**src/rtl/hsec_pkg.sv**
```systemverilog
package hsec_pkg;

    typedef enum logic [1:0] {
        DEC_CLEAN  = 2'd0,
        DEC_FIXED  = 2'd1,
        DEC_UNCORR = 2'd2
    } dec_kind_t;

    // Smallest parity count p with 2^p >= data_w + p + 1
    function automatic int check_bits(input int data_w);
        int p;
        p = 1;
        while ((1 << p) < data_w + p + 1) p++;
        return p;
    endfunction

    function automatic bit is_pow2(input int v);
        return (v > 0) && ((v & (v - 1)) == 0);
    endfunction

    // Position mask of codeword positions (1-based) whose index has bit k set
    function automatic logic [127:0] cover_mask(input int k, input int n);
        logic [127:0] m;
        m = '0;
        for (int pos = 1; pos <= n; pos++) begin
            if (((pos >> k) & 1) == 1) m[pos-1] = 1'b1;
        end
        return m;
    endfunction

endpackage

```
**src/rtl/hsec_encoder.sv**
```systemverilog
module hsec_encoder
    import hsec_pkg::*;
#(
    parameter  int DATA_W = 37,
    localparam int CHK_W  = check_bits(DATA_W),
    localparam int CODE_W = DATA_W + CHK_W
) (
    input  logic [DATA_W-1:0] data_i,
    output logic [CODE_W-1:0] code_o
);

    logic [CODE_W-1:0] spread;
    logic [CHK_W-1:0]  parity;

    for (genvar pos = 1; pos <= CODE_W; pos++) begin : g_pos
        if (is_pow2(pos)) begin : g_chk
            assign spread[pos-1] = 1'b0;
            assign code_o[pos-1] = parity[$clog2(pos)];
        end else begin : g_dat
            localparam int IDX = pos - $clog2(pos + 1) - 1;
            assign spread[pos-1] = data_i[IDX];
            assign code_o[pos-1] = data_i[IDX];
        end
    end

    for (genvar k = 0; k < CHK_W; k++) begin : g_par
        localparam logic [CODE_W-1:0] COVER = CODE_W'(cover_mask(k, CODE_W));
        assign parity[k] = ^(spread & COVER);
    end

endmodule

```
**src/rtl/hsec_syndrome.sv**
```systemverilog
module hsec_syndrome
    import hsec_pkg::*;
#(
    parameter  int DATA_W = 37,
    localparam int CHK_W  = check_bits(DATA_W),
    localparam int CODE_W = DATA_W + CHK_W
) (
    input  logic [CODE_W-1:0] code_i,
    output logic [CHK_W-1:0]  syn_o
);

    for (genvar k = 0; k < CHK_W; k++) begin : g_syn
        localparam logic [CODE_W-1:0] COVER = CODE_W'(cover_mask(k, CODE_W));
        assign syn_o[k] = ^(code_i & COVER);
    end

endmodule

```
**src/rtl/hsec_corrector.sv**
```systemverilog
module hsec_corrector
    import hsec_pkg::*;
#(
    parameter  int DATA_W = 37,
    parameter  int BYPASS = 0,
    localparam int CHK_W  = check_bits(DATA_W),
    localparam int CODE_W = DATA_W + CHK_W
) (
    input  logic [CODE_W-1:0] code_i,
    input  logic [CHK_W-1:0]  syn_i,
    output logic [DATA_W-1:0] data_o,
    output dec_kind_t         kind_o
);

    logic [CODE_W-1:0] repaired;
    logic [DATA_W-1:0] raw_data;
    logic [DATA_W-1:0] fix_data;
    logic              syn_zero;
    logic              in_range;

    for (genvar pos = 1; pos <= CODE_W; pos++) begin : g_pos
        localparam logic [CHK_W-1:0] HIT = CHK_W'(pos);
        assign repaired[pos-1] = code_i[pos-1] ^ (syn_i == HIT);
        if (!is_pow2(pos)) begin : g_dat
            localparam int IDX = pos - $clog2(pos + 1) - 1;
            assign raw_data[IDX] = code_i[pos-1];
            assign fix_data[IDX] = repaired[pos-1];
        end
    end

    assign syn_zero = (syn_i == '0);
    assign in_range = !syn_zero && (syn_i <= CHK_W'(CODE_W));

    always_comb begin
        if (syn_zero)      kind_o = DEC_CLEAN;
        else if (in_range) kind_o = DEC_FIXED;
        else               kind_o = DEC_UNCORR;
    end

    if (BYPASS != 0) begin : g_bypass
        assign data_o = syn_zero ? raw_data : fix_data;
    end else begin : g_direct
        assign data_o = fix_data;
    end

endmodule

```
**src/rtl/hsec_link_codec.sv**
```systemverilog
module hsec_link_codec
    import hsec_pkg::*;
#(
    parameter  int DATA_W = 37,
    parameter  int SPLIT  = 0,
    parameter  int BYPASS = 0,
    localparam int CHK_W  = check_bits(DATA_W),
    localparam int CODE_W = DATA_W + CHK_W
) (
    input  logic              clk,
    input  logic              rst,
    input  logic [DATA_W-1:0] enc_data_i,
    output logic [CODE_W-1:0] enc_word_o,
    input  logic              dec_valid_i,
    input  logic [CODE_W-1:0] dec_word_i,
    output logic              dec_valid_o,
    output logic [DATA_W-1:0] dec_data_o,
    output logic              dec_fixed_o,
    output logic              dec_uncorr_o
);

    typedef struct packed {
        logic              valid;
        logic [DATA_W-1:0] data;
        dec_kind_t         kind;
    } dec_out_t;

    typedef struct packed {
        logic              valid;
        logic [CODE_W-1:0] code;
        logic [CHK_W-1:0]  syn;
    } det_stage_t;

    dec_out_t          out_q;
    logic [CHK_W-1:0]  syn_now;
    logic [DATA_W-1:0] cor_data;
    dec_kind_t         cor_kind;

    hsec_encoder #(.DATA_W(DATA_W)) u_enc (
        .data_i (enc_data_i),
        .code_o (enc_word_o)
    );

    hsec_syndrome #(.DATA_W(DATA_W)) u_syn (
        .code_i (dec_word_i),
        .syn_o  (syn_now)
    );

    if (SPLIT == 0) begin : g_single
        hsec_corrector #(.DATA_W(DATA_W), .BYPASS(0)) u_cor (
            .code_i (dec_word_i),
            .syn_i  (syn_now),
            .data_o (cor_data),
            .kind_o (cor_kind)
        );

        always_ff @(posedge clk) begin
            if (rst) begin
                out_q <= '0;
            end else begin
                out_q.valid <= dec_valid_i;
                out_q.data  <= cor_data;
                out_q.kind  <= cor_kind;
            end
        end
    end else begin : g_split
        det_stage_t det_q;

        always_ff @(posedge clk) begin
            if (rst) begin
                det_q <= '0;
            end else begin
                det_q.valid <= dec_valid_i;
                det_q.code  <= dec_word_i;
                det_q.syn   <= syn_now;
            end
        end

        hsec_corrector #(.DATA_W(DATA_W), .BYPASS(BYPASS)) u_cor (
            .code_i (det_q.code),
            .syn_i  (det_q.syn),
            .data_o (cor_data),
            .kind_o (cor_kind)
        );

        always_ff @(posedge clk) begin
            if (rst) begin
                out_q <= '0;
            end else begin
                out_q.valid <= det_q.valid;
                out_q.data  <= cor_data;
                out_q.kind  <= cor_kind;
            end
        end
    end

    assign dec_valid_o  = out_q.valid;
    assign dec_data_o   = out_q.data;
    assign dec_fixed_o  = out_q.valid && (out_q.kind == DEC_FIXED);
    assign dec_uncorr_o = out_q.valid && (out_q.kind == DEC_UNCORR);

endmodule

```
**config.mk**
```make
export PLATFORM = sky130hd
export DESIGN_NAME = hsec_link_codec
export DESIGN_NICKNAME = d
export VERILOG_FILES = /design/src/rtl/hsec_pkg.sv /design/src/rtl/hsec_encoder.sv /design/src/rtl/hsec_syndrome.sv /design/src/rtl/hsec_corrector.sv /design/src/rtl/hsec_link_codec.sv
export SDC_FILE = /design/constraint.sdc
export NUM_CORES = 1
export LEC_CHECK = 0
export ABC_AREA = 1
export CAP_MARGIN = 0
export CORE_MARGIN = 2
export CORE_UTILIZATION = 53
export DETAILED_ROUTE_END_ITERATION = 6
export PLACE_DENSITY = 0.87
export RECOVER_POWER = 25
export SLEW_MARGIN = 15
export SYNTH_ARGS = -nofsm -noshare
export SYNTH_HDL_FRONTEND = slang
export SYNTH_HIERARCHICAL = 1
export SYNTH_SLANG_ARGS = --single-unit
export TNS_END_PERCENT = 10
```
**constraint.sdc**
```tcl
create_clock -name clk -period 4.8 [get_ports clk]
set_clock_uncertainty 0.1 [all_clocks]
set_input_delay 0.96 -clock clk [delete_from_list [all_inputs] [get_ports clk]]
set_output_delay 0.96 -clock clk [all_outputs]
set_load 0.02 [all_outputs]
```
## Word level (Yosys, flattened, before mapping)

Cells that the tools add are included.

| cells by class | value |
|---|---|
| reduce and logical (&&, ||, !) cells | 18 |
| eq/ne operators | 39 |
| order comparisons | 1 |
| bitwise logic cells | 37 |
| mux-type cells | 1 |

Operators by type and width:

| cell | number |
|---|---|
| $reduce_xor A43 Y1 | 12 |
| $eq A6 B5 Y1 const B | 15 |
| $eq A6 B6 Y1 const B | 11 |
| $eq A6 B4 Y1 const B | 7 |
| $xor A1 B1 Y1 | 37 |
| $eq A6 B3 Y1 const B | 3 |
| $eq A6 B2 Y1 const B | 1 |
| $le A6 B6 Y1 const B | 1 |
| $logic_not A6 Y1 | 1 |
| $logic_and A1 B1 Y1 | 3 |
| $eq A2 B1 Y1 const B | 1 |
| $eq A2 B2 Y1 const B | 1 |
| $mux W2 | 1 |
| $reduce_or A2 Y1 | 1 |
| $logic_not A1 Y1 | 1 |

| storage, ports and cells | value |
|---|---|
| logic and storage cells | 99 |
| register bits after elaboration | 40 |
| output and inout port bits | 83 |
| input port bits | 83 |

## Depth between registers and ports, before layout

| depth | value |
|---|---|
| word-level depth | 5 |
| mapped depth | 21 |
| mapped depth without buffers | 20 |

## By module

The synthesis kept the hierarchy.

By module, submodules not included:

| module | instances | area an instance (um^2) | cells an instance |
|---|---|---|---|
| hsec_encoder | 1 | 1785.5 | 345 |
| hsec_link_codec | 1 | 1438.9 | 165 |
| hsec_syndrome | 1 | 1247.4 | 238 |
| hsec_corrector | 1 | 1023.5 | 237 |

## Worst setup path before layout

OpenSTA, ideal clock, no wires.

| path | value |
|---|---|
| kind | input to output |
| from | input port enc_data_i[25] |
| to | output port enc_word_o[1] |
| cell stages on the path | 12 |
| arrival time | 1871 ps |
| buffers on the path | 1 |
| path slack | 1869 ps |
| cells stage by stage | buf_2 nand2_1 inv_1 nor2_1 nand2_1 nand2_1 nand2_1 nand2_1 nand3_1 nand2_1 nand2_1 nand2_1 |

| between the ends | value |
|---|---|
| word-level cells in the longest chain between the ends | 1 |

Ends and longest elaborated chain:

| item | line | text |
|---|---|---|
| start, declared | hsec_link_codec.sv:12 | `input logic [DATA_W-1:0] enc_data_i,` |
| $reduce_xor A43 Y1 | hsec_encoder.sv:28 | `assign parity[k] = ^(spread & COVER);` |
| end, declared | hsec_link_codec.sv:13 | `output logic [CODE_W-1:0] enc_word_o,` |

Every way passes these cells.

## Worst setup path in the final report

| path | value |
|---|---|
| from | input port enc_data_i[6] |
| to | output port enc_word_o[0] |

Same word-level chain as after synthesis.

==> run summary <==
CP max FO: 7
Area contributors post-synth: nand2_1, dfxtp_1, nand3_1
Max_cap viols: 0
Final Critical Period: 4127 ps
Initial Util: 53.96%
Postcts setup bufs: 0
CTS tree: done
Setup TNS: 0 ps
Final setup margin: 673.5 ps
Synth cell types: 26
DRC: 0
Area of the die: 0.01120 mm²
Hold WS: 1099 ps
Flop pwr share: 21.5%
CTS Buf Count: 5
Area of the core: 0.01018 mm²
Vias in the first global route: 5,119
Post-route ant nets: 0
Crit Path Category: in2out
Place WS: 695.3 ps
Clock sinks: 40
FFs w/ async S/R, synth: 0%
Post-DP Area: 0.006650 mm²
Peak VDD IR: 0.0001720 V
#FFs+latches synth: 40
Ys flop type: dfxtp_1
Critical Path Source Type: primary input
Actual slew at the worst max-slew pin: 791.8 ps
Syn Inst Count: 985
Slew Viols, Final: 0
Die height: 105.8 µm
Initial antenna violation count: 0
DRT Pass-1 Iters: 6
FF+latch area: 800.8 µm²
Vias per inst: 4.752
Hold Vio Cnt, Final: 0
Unrepaired setup endpoints after global routing: no
Area leader, netlist: nand2_1
Overall Global Routing Usage: 23.70%
Finished Cell Area: 0.006765 mm²
Post-cts sizing count: 0
Switch Pwr: 0.8003 mW
Post-Route Utilization: 66.43%
Fill cells: 925
Num rows: 37
Average size of a mapped cell: 5.579 µm²
Share of cells above drive strength 1: 4.963%
Combinational Power Share: 62.3%
Crit path DAT: 3070 ps
Final setup viols: 0
Static Leakage: 3.767 nW
Syn-to-layout area delta: 23.11%
Clock Tree Buf Depth: 2
Cell internal pwr: 0.9079 mW
Pwr/cell area: 252.5 mW/mm²
Clock Power Share: 16.2%
Area occupied by multi-input gates: 0.003367 mm²
Sequential fraction of the synthesis area: 14.57%
Count leader, synth: nand2_1
Ys Warns: 6
Clock-pin slew of the registers on the worst-case setup and hold paths: 80 ps
Slew headroom: 47.16%
Syn nets: 1,068
Clock root buffer: clkbuf_8
H-tree levels: 2
Crit end category: output pin
Crit share post-route: 85.97%
Synth top area share: 24.73%
WL per Instance: 11.02 µm
WL final: 13,270 µm
Largest net degree at the start of global routing: 28
# diodes: 0
Hold buffers post-CTS: 0
Post-synth EDFFs: 0
Most common library cells after synthesis: nand2_1, inv_1, nand3_1
Vias: 5,721
Boundary Pins: 166
Worst min-delay path class: in2reg
Number of port buffers: 165
Die W: 105.8 µm
Fmax: 0.2423 GHz
First-pass GRT wire length: 22,060 µm
GP Congestion: 0.9734
First DRT Iteration DRCs: 241
Status: finished, final reports clean
Required @ worst endpoint: 3740 ps
Grt ovf: 0
Final net count: 1,150
Hpwl dp: 11,140 µm
Switching share of power: 46.85%
Synth Cell Area: 0.005495 mm²
==> cell usage in the layout, fill, tap and decap left out, drive strengths merged <==
cell type and n:
nand2 381, inv 165, clkdlybuf4s50 135, nand3 123
nor2 70, xnor2 55, dfxtp 40, xor2 37
dlygate4sd3 30, nand3b 8, clkbuf 5, buf 5
nand4 3, or2 3, clkinv 2, nand2b 2
clkinvlp 1, bufinv 1, a21oi 1, a21o 1
==> power groups by stage <==
stage	combinational [mW]	clock, mW	sequential (mW)
floorplan	0.768	0	0.375
global placement	1.04	0	0.376
detailed placement	1.05	0	0.377
CTS	1.06	0.284	0.369
global route	1.18	0.301	0.371
finish	1.06	0.276	0.368
==> area by class of cell <==
type / instances / area share (%)
clock buffers: 5 / 1.017
clock inverters: 3 / 0.6843
inverters: 166 / 9.210
multi-input cells: 684 / 49.77
flip-flops and latches: 40 / 11.84
well taps: 136 / 2.515
repair buffers: 170 / 24.97
==> sequential cells by signal (all words and copies together) (netlist names) <==
name / flops
dec_valid_o: 1
dec_data_o: 37
out_q: 2
==> path summary, 6_finish.rpt <==
| path | start | cells past startpoint | slack (ps) | endpoint |
|---|---|---|---|---|
| max | enc_data_i[6] | 11 | 670 | enc_word_o[0] |
| min | dec_valid_i | 3 | 1100 | dec_valid_o |
==> metal layers <==
layer,wire length (µm),up-vias,GRT usage (%),part of all wire [%]
met5,0,-,0,0
met2,6361,201,43.04,48
met3,955,34,3.587,7.2
met1,5566,2463,28.00,42
li1,-,3023,-,-
met4,382,0,8.741,2.9
==> critical path, stage by stage <==
cell	delay, ps
clkdlybuf4s50_1	620
xnor2_1	340
nand2_1	90
nand2_1	100
nand2_2	70
nand2_2	70
nand2_1	50
nand2_1	70
nand2_1	50
nand2_1	50
clkdlybuf4s50_1	600
==> cells by family after synthesis <==
family	synth area share, %
xor+xnor	15.48
flops	14.57
simple gates	45.56
buf+inv	24.16
compound gates	0.2277
==> per-stage QoR <==
step                      power (mW)  std cells
after global routing           1.849       1204
after global placement         1.418       1196
final                          1.708       1204
after detailed placement       1.432       1196
after CTS                      1.714       1204
after floorplan                1.143        985
Note: power is estimated with default switching activity, not from simulation.
